$ cat src/rtl/dmc_pkg.sv
`timescale 1ns/1ps
package dmc_pkg;

    localparam int NUM_CH     = 2;
    localparam int TGT_PER_CH = 2;
    localparam int CTRL_BITS  = 8;

    // one channel byte of the control word, MSB first
    typedef struct packed {
        logic       spare_hi;   // bit 7 (format bit on channel 0, handled at top)
        logic       spare_lo;   // bit 6
        logic       load;       // bit 5
        logic       out_off;    // bit 4
        logic       ext_gate;   // bit 3
        logic       soft_clr;   // bit 2
        logic [1:0] polarity;   // bits 1..0, one per target
    } ch_ctrl_t;

    typedef enum logic {
        FMT_BCD = 1'b0,
        FMT_BIN = 1'b1
    } cnt_fmt_e;

    typedef enum logic [1:0] {
        ACT_HOLD,
        ACT_INC,
        ACT_SOFT_CLR,
        ACT_EXT_CLR
    } cnt_act_e;

    // one decimal digit step: returns {carry_out, digit}
    function automatic logic [4:0] digit_inc(input logic [3:0] d, input logic cin);
        if (!cin)
            return {1'b0, d};
        else if (d >= 4'd9)
            return {1'b1, 4'd0};
        else
            return {1'b0, d + 4'd1};
    endfunction

endpackage

$ cat src/rtl/dmc_ext_gate.sv
`timescale 1ns/1ps
module dmc_ext_gate (
    input  logic clk,
    input  logic rst,
    input  logic ext_rst_i,
    input  logic ext_en_i,
    input  logic gate_i,
    output logic ext_hit_o
);
    logic ext_q;
    logic armed_q;
    logic ext_edge;

    assign ext_edge  = ext_rst_i & ~ext_q;
    assign ext_hit_o = ext_edge & (~gate_i | ext_en_i | armed_q);

    always_ff @(posedge clk) begin
        if (rst) begin
            ext_q   <= 1'b0;
            armed_q <= 1'b0;
        end else begin
            ext_q <= ext_rst_i;
            if (ext_en_i)
                armed_q <= 1'b1;
            else if (ext_edge && gate_i && armed_q)
                armed_q <= 1'b0;
        end
    end

    AST_EN_ARMS: assert property (@(posedge clk) disable iff (rst)
        ext_en_i |=> armed_q);
    AST_WINDOW_SPENT: assert property (@(posedge clk) disable iff (rst)
        (ext_hit_o && gate_i && !ext_en_i) |=> !armed_q);
    AST_HELD_NO_EDGE: assert property (@(posedge clk) disable iff (rst)
        (ext_rst_i && $past(ext_rst_i)) |-> !ext_hit_o);

endmodule

$ cat src/rtl/dmc_count_core.sv
`timescale 1ns/1ps
module dmc_count_core
    import dmc_pkg::*;
#(
    parameter int DIGITS = 6,
    localparam int CW    = 4 * DIGITS
) (
    input  logic          clk,
    input  logic          rst,
    input  logic          pulse_i,
    input  logic          soft_clr_i,
    input  logic          ext_hit_i,
    input  cnt_fmt_e      fmt_i,
    output logic [CW-1:0] count_o,
    output logic [CW-1:0] count_nxt_o
);
    logic [CW-1:0] count_q;
    logic [CW-1:0] bin_inc;
    logic [CW-1:0] bcd_inc;
    logic [CW-1:0] inc_val;
    cnt_act_e      act;

    function automatic logic bcd_ok(input logic [CW-1:0] v);
        logic ok;
        ok = 1'b1;
        for (int i = 0; i < DIGITS; i++)
            if (v[4*i +: 4] > 4'd9) ok = 1'b0;
        return ok;
    endfunction

    always_comb begin
        logic       carry;
        logic [4:0] dr;
        bin_inc = count_q + 1'b1;
        carry   = 1'b1;
        bcd_inc = '0;
        for (int i = 0; i < DIGITS; i++) begin
            dr               = digit_inc(count_q[4*i +: 4], carry);
            bcd_inc[4*i +: 4] = dr[3:0];
            carry            = dr[4];
        end
        inc_val = (fmt_i == FMT_BIN) ? bin_inc : bcd_inc;
    end

    always_comb begin
        if (soft_clr_i)
            act = ACT_SOFT_CLR;
        else if (ext_hit_i)
            act = ACT_EXT_CLR;
        else if (pulse_i)
            act = ACT_INC;
        else
            act = ACT_HOLD;
    end

    always_comb begin
        case (act)
            ACT_SOFT_CLR,
            ACT_EXT_CLR:  count_nxt_o = '0;
            ACT_INC:      count_nxt_o = inc_val;
            default:      count_nxt_o = count_q;
        endcase
    end

    always_ff @(posedge clk) begin
        if (rst)
            count_q <= '0;
        else
            count_q <= count_nxt_o;
    end

    assign count_o = count_q;

    AST_SOFT_CLR: assert property (@(posedge clk) disable iff (rst)
        soft_clr_i |=> (count_q == '0));
    AST_EXT_CLR: assert property (@(posedge clk) disable iff (rst)
        ext_hit_i |=> (count_q == '0));
    AST_IDLE_HOLD: assert property (@(posedge clk) disable iff (rst)
        (!pulse_i && !soft_clr_i && !ext_hit_i) |=> $stable(count_q));
    AST_BCD_LEGAL: assert property (@(posedge clk) disable iff (rst)
        (fmt_i == FMT_BCD && bcd_ok(count_q)) |=> bcd_ok(count_q));

endmodule

$ cat src/rtl/dmc_target.sv
`timescale 1ns/1ps
module dmc_target #(
    parameter int CW = 24
) (
    input  logic          clk,
    input  logic          rst,
    input  logic          ld_bit_i,
    input  logic          polarity_i,
    input  logic [CW-1:0] stage_i,
    input  logic [CW-1:0] count_nxt_i,
    output logic          state_o
);
    logic [CW-1:0] tgt_q;
    logic          pol_q;
    logic          valid_q;
    logic          out_q;
    logic          ld_prev_q;
    logic          load_edge;
    logic          hit;

    assign load_edge = ld_bit_i & ~ld_prev_q;
    assign hit       = valid_q & (count_nxt_i == tgt_q);

    always_ff @(posedge clk) begin
        if (rst) begin
            tgt_q     <= '0;
            pol_q     <= 1'b0;
            valid_q   <= 1'b0;
            out_q     <= 1'b0;
            ld_prev_q <= 1'b0;
        end else begin
            ld_prev_q <= ld_bit_i;
            if (load_edge) begin
                tgt_q   <= stage_i;
                pol_q   <= polarity_i;
                valid_q <= 1'b1;
                out_q   <= polarity_i;      // start level: off for 0, on for 1
            end else if (hit) begin
                out_q   <= ~pol_q;          // match level
            end
        end
    end

    assign state_o = out_q;

    AST_LOAD_COPIES: assert property (@(posedge clk) disable iff (rst)
        load_edge |=> (tgt_q == $past(stage_i) && out_q == $past(polarity_i)));
    AST_HELD_NO_LOAD: assert property (@(posedge clk) disable iff (rst)
        (ld_bit_i && ld_prev_q) |=> ($stable(tgt_q) && $stable(pol_q)));
    AST_MATCH_LEVEL: assert property (@(posedge clk) disable iff (rst)
        (valid_q && !load_edge && count_nxt_i == tgt_q) |=> (out_q == ~pol_q));

endmodule

$ cat src/rtl/dmc_channel.sv
`timescale 1ns/1ps
module dmc_channel
    import dmc_pkg::*;
#(
    parameter int DIGITS = 6,
    localparam int CW    = 4 * DIGITS
) (
    input  logic                     clk,
    input  logic                     rst,
    input  ch_ctrl_t                 ctrl_i,
    input  cnt_fmt_e                 fmt_i,
    input  logic [TGT_PER_CH*CW-1:0] stage_i,
    input  logic                     pulse_i,
    input  logic                     ext_rst_i,
    input  logic                     ext_en_i,
    output logic [CW-1:0]            count_o,
    output logic [TGT_PER_CH-1:0]    match_o
);
    logic                  ext_hit;
    logic [CW-1:0]         count_nxt;
    logic [TGT_PER_CH-1:0] state;
    logic                  unused_spare;

    assign unused_spare = ctrl_i.spare_hi ^ ctrl_i.spare_lo;

    dmc_ext_gate i_gate (
        .clk       (clk),
        .rst       (rst),
        .ext_rst_i (ext_rst_i),
        .ext_en_i  (ext_en_i),
        .gate_i    (ctrl_i.ext_gate),
        .ext_hit_o (ext_hit)
    );

    dmc_count_core #(.DIGITS(DIGITS)) i_core (
        .clk         (clk),
        .rst         (rst),
        .pulse_i     (pulse_i),
        .soft_clr_i  (ctrl_i.soft_clr),
        .ext_hit_i   (ext_hit),
        .fmt_i       (fmt_i),
        .count_o     (count_o),
        .count_nxt_o (count_nxt)
    );

    for (genvar t = 0; t < TGT_PER_CH; t++) begin : g_tgt
        dmc_target #(.CW(CW)) i_tgt (
            .clk         (clk),
            .rst         (rst),
            .ld_bit_i    (ctrl_i.load),
            .polarity_i  (ctrl_i.polarity[t]),
            .stage_i     (stage_i[t*CW +: CW]),
            .count_nxt_i (count_nxt),
            .state_o     (state[t])
        );
    end

    assign match_o = ctrl_i.out_off ? '0 : state;

    AST_OFF_QUIET: assert property (@(posedge clk) disable iff (rst)
        ctrl_i.out_off |-> (match_o == '0));

endmodule

$ cat src/rtl/dual_match_counter.sv
`timescale 1ns/1ps
module dual_match_counter
    import dmc_pkg::*;
#(
    parameter int DIGITS = 6,
    localparam int CW    = 4 * DIGITS,
    localparam int NOUT  = NUM_CH * TGT_PER_CH
) (
    input  logic                 clk,
    input  logic                 rst,
    input  logic [15:0]          ctrl_word,
    input  logic [NOUT*CW-1:0]   stage_tgt,
    input  logic [NUM_CH-1:0]    pulse_in,
    input  logic [NUM_CH-1:0]    ext_rst_in,
    input  logic [NUM_CH-1:0]    ext_rst_en,
    output logic [NUM_CH*CW-1:0] count_out,
    output logic [NOUT-1:0]      match_out
);
    cnt_fmt_e fmt;
    assign fmt = cnt_fmt_e'(ctrl_word[7]);

    for (genvar c = 0; c < NUM_CH; c++) begin : g_ch
        ch_ctrl_t cc;
        assign cc = ch_ctrl_t'(ctrl_word[c*CTRL_BITS +: CTRL_BITS]);

        dmc_channel #(.DIGITS(DIGITS)) i_ch (
            .clk       (clk),
            .rst       (rst),
            .ctrl_i    (cc),
            .fmt_i     (fmt),
            .stage_i   (stage_tgt[c*TGT_PER_CH*CW +: TGT_PER_CH*CW]),
            .pulse_i   (pulse_in[c]),
            .ext_rst_i (ext_rst_in[c]),
            .ext_en_i  (ext_rst_en[c]),
            .count_o   (count_out[c*CW +: CW]),
            .match_o   (match_out[c*TGT_PER_CH +: TGT_PER_CH])
        );
    end

endmodule

$ cat config.mk
export PLATFORM = sky130hd
export DESIGN_NAME = dual_match_counter
export DESIGN_NICKNAME = d
export VERILOG_FILES = /design/src/rtl/dmc_pkg.sv /design/src/rtl/dmc_ext_gate.sv /design/src/rtl/dmc_count_core.sv /design/src/rtl/dmc_target.sv /design/src/rtl/dmc_channel.sv /design/src/rtl/dual_match_counter.sv
export SDC_FILE = /design/constraint.sdc
export NUM_CORES = 1
export LEC_CHECK = 0
export ABC_AREA = 1
export BUFFER_PORTS_ARGS = -buffer_cell sky130_fd_sc_hd__buf_2
export CORE_MARGIN = 1.5
export CORE_UTILIZATION = 41
export DETAILED_ROUTE_END_ITERATION = 10
export GPL_TIMING_DRIVEN = 0
export PLACE_DENSITY_LB_ADDON = 0.05
export SLEW_MARGIN = 20
export SYNTH_ARGS = -nofsm -noshare
export SYNTH_HDL_FRONTEND = slang
export SYNTH_SLANG_ARGS = --single-unit
$ cat constraint.sdc
create_clock -name clk -period 2.52 [get_ports clk]
set_clock_uncertainty 0.15 [all_clocks]
set_input_delay 0.378 -clock clk [delete_from_list [all_inputs] [get_ports clk]]
set_output_delay 0.378 -clock clk [all_outputs]
set_load 0.05 [all_outputs]
==> results.txt <==
Synth area leader = dfxtp_1
fin. max-slew vios = 0
VDD IR max = 453 uV
status = finished with violations
H-tree levels = 4
RSZ-0062 raised after global routing = yes
Initial DRC Count = 1072
die area = 27900 um2
Seq/Total Area, Yosys = 29.1%
Core ar. = 26200 um2
initial antenna violation count = 0
hpwl dp = 32600 um
# fillers = 2693
routed wire length = 42300 um
post-DR vias/cell = 5.38
Pre-antenna DRT Iters = 6
register area = 3300 um2
Util after Layout = 54.2%
Final Instance Count excl. Fillers = 2441
final setup fails = 4
total clock sinks = 160
Crit. End Element = flop
FF+latch count, synth = 160
Cells after Synth = 1866
placed insts = 2368
Layout area overhead = 29.0%
Longest Clk Path Bufs = 2
Ys Warns = 0
I/O Pins = 172
TritonCTS clock tree = yes
arrival time worst endpoint = 2880 ps
reg-to-reg setup timing slack = -180 ps
count of unique library cells instantiated by Yosys = 33
Die Ht = 167 um
commonest cells after routing, fill and taps aside = nand2_1 (510), nand3_1 (189), inv_1 (188)
commonest non-fill, non-tap cell in the layout = nand2_1
Avg Cell Area, Syn = 5.90 um2
first-pass GRT wire length = 64200 um
fraction of layout cells with a size suffix above 1 = 24.0%
PortBufs = 167
part of the cycle the worst path needs = 107%
CP Data Required Time = 2700 ps
Tot Pwr = 6.52 mW
number of global-route vias before repair = 11700
fin crit period = 2700 ps
Pleak = 6.64 nW
Fin. Hold Viols = 0
Post-DP Area = 12300 um2
# nets final = 2249
Worst Setup Slack, final = -185 ps
Max Clk Rate = 370 MHz
ant diodes = 0
Reg clk slew, reported paths = 70 ps
area of the multi-input gates = 7550 um2
Mapped Area = 11000 um2
GP Congestion = 0.925
Starting Density = 42.0%
DR vias = 13100
largest net degree at the start of global routing = 17
GRT Overall Usage = 29.8%
worst-path fanout max = 5
WL/cell = 17.3 um
Die Wd = 167 um
Clock Tree Root = clkbuf_16
Min-Delay Path Class = in2reg
Synth area leaders = dfxtp_1 (29%), nand2_1 (19%), nand3_1 (10%)
Least-Margin Pin Slew = 927 ps
Pwr per Cell Area = 459 nW/um2
grt total ovfl = 0
clk_lat worst skew = 440 ps
failing checks = negative setup slack
drt drc = 0
Max-slew headroom = 38.2%
top cell type's share of synthesized area = 29.1%
Post-DRT Antenna Nets = 0
Num CTS Buffers = 17
Crit Path Class = reg2reg
# Max-Cap Violations = 0
Design Area, Final = 14200 um2
crit start category = flop
syn_nets = 2022
Cell Rows = 59
registers in the layout, summed over array words and instances, names as in the netlist:
name,cells
g_ch.i_ch.g_tgt.i_tgt.ld_prev_q,2
g_ch.i_ch.g_tgt.i_tgt.pol_q,4
g_ch.i_ch.g_tgt.i_tgt.state_o,4
g_ch.i_ch.g_tgt.i_tgt.tgt_q,96
g_ch.i_ch.g_tgt.i_tgt.valid_q,2
g_ch.i_ch.i_core.count_o,48
g_ch.i_ch.i_gate.armed_q,2
g_ch.i_ch.i_gate.ext_q,2
worst max-delay path: stages, from the launching register on:
cell and delay [ps]:
dfxtp_4 410, inv_4 60, ha_4 170, a21oi_4 300, buf_6 160, nand3_1 70, nand2_1 70, nand2_1 70
nand2_1 160, nand2_1 70, nand2_1 80, nand2_1 60, inv_1 50, nand2_1 60, nor2_2 130, nand3_1 90
nor2_2 150, nand2_2 90, a21oi_2 140, nor2_1 50
cells in the mapped netlist (all sizes together):
master,n
nand2,579
nand3,230
nor2,229
inv,210
dfxtp,160
a21oi,143
o21ai,129
clkbuf,43
ha,36
buf,26
nand4,24
nand3b,23
xor2,9
xnor2,5
a211oi,4
clkinv,4
o21bai,4
nor3,3
a21boi,2
nor3b,2
or2,1
cell type report:
| cell class | instances | area share [%] |
|---|---|---|
| plain buffers | 64 | 2.32 |
| clock buffers | 22 | 3.34 |
| clock inverters | 10 | 0.704 |
| inverters | 214 | 5.85 |
| multi-input cells | 1423 | 53.1 |
| flip-flops and latches | 160 | 23.2 |
| well taps | 335 | 2.95 |
| repair buffers | 213 | 8.52 |
routing by layer:
metal | vias up | share of wire [%] | global-route usage [%]
met4 | 0 | 2.1 | 8.62
met3 | 51 | 8.8 | 3.71
met2 | 541 | 40 | 42.3
met5 | - | 0 | 0
li1 | 6465 | - | -
met1 | 6080 | 49 | 46.3
final timing paths:
| kind | start | end | cells after the start |
|---|---|---|---|
| max | g_ch[1].i_ch.i_core.count_o[0]$_SDFF_PP0_ | g_ch[1].i_ch.g_tgt[0].i_tgt.state_o$_SDFFE_PP0P_ | 19 |
| min | ext_rst_in[0] | g_ch[0].i_ch.i_gate.ext_q$_SDFF_PP0_ | 3 |
| max reg2reg | g_ch[1].i_ch.i_core.count_o[0]$_SDFF_PP0_ | g_ch[1].i_ch.g_tgt[0].i_tgt.state_o$_SDFFE_PP0P_ | 19 |
| min reg2reg | g_ch[0].i_ch.g_tgt[1].i_tgt.tgt_q[19]$_SDFFE_PP0P_ | g_ch[0].i_ch.g_tgt[1].i_tgt.tgt_q[19]$_SDFFE_PP0P_ | 2 |
kinds of logic (layout without fill, tap and decap cells):
group,Yosys count,count (layout),share of synthesized area (%)
AND/OR/NAND/NOR,1091,1091,42.5
flip-flops,160,160,29.1
adder cells (fa/ha/maj),36,36,4.09
AO/OA/AOI/OAI,282,282,13.2
buffers and inverters,283,523,9.95
XOR/XNOR,14,14,1.11
metrics by stage:
| stage | setup TNS [ps] | hold WS [ps] | setup slack [ps] |
|---|---|---|---|
| 3_5_place_dp | -3300 | 311 | -741 |
| 4_1_cts | -521 | 1.24 | -162 |
| 2_1_floorplan | 0 | 294 | 6.58 |
| 5_1_grt | -1290 | 22.5 | -347 |
| 3_3_place_gp | -3020 | 307 | -712 |
| 6_report | -641 | 14.0 | -185 |
repair_timing:
action | in CTS | in global routing
gates resized for setup | 168 | 106
setup buffers | 36 | 5
setup endpoints to repair | 4 | 23
hold buffers | 3 | 0
gates cloned | 1 | 1
endpoints found under the hold margin | 3 | 0
pin swaps | 52 | 52
power by group:
| group | switching, mW | internal (mW) | leakage (nW) | total, mW |
|---|---|---|---|---|
| registers | 0.114 | 2.66 | 1.34 | 2.78 |
| logic | 0.770 | 0.408 | 5.02 | 1.18 |
| clock network | 1.11 | 1.45 | 0.278 | 2.56 |
Power figures use the tool's default switching activity.
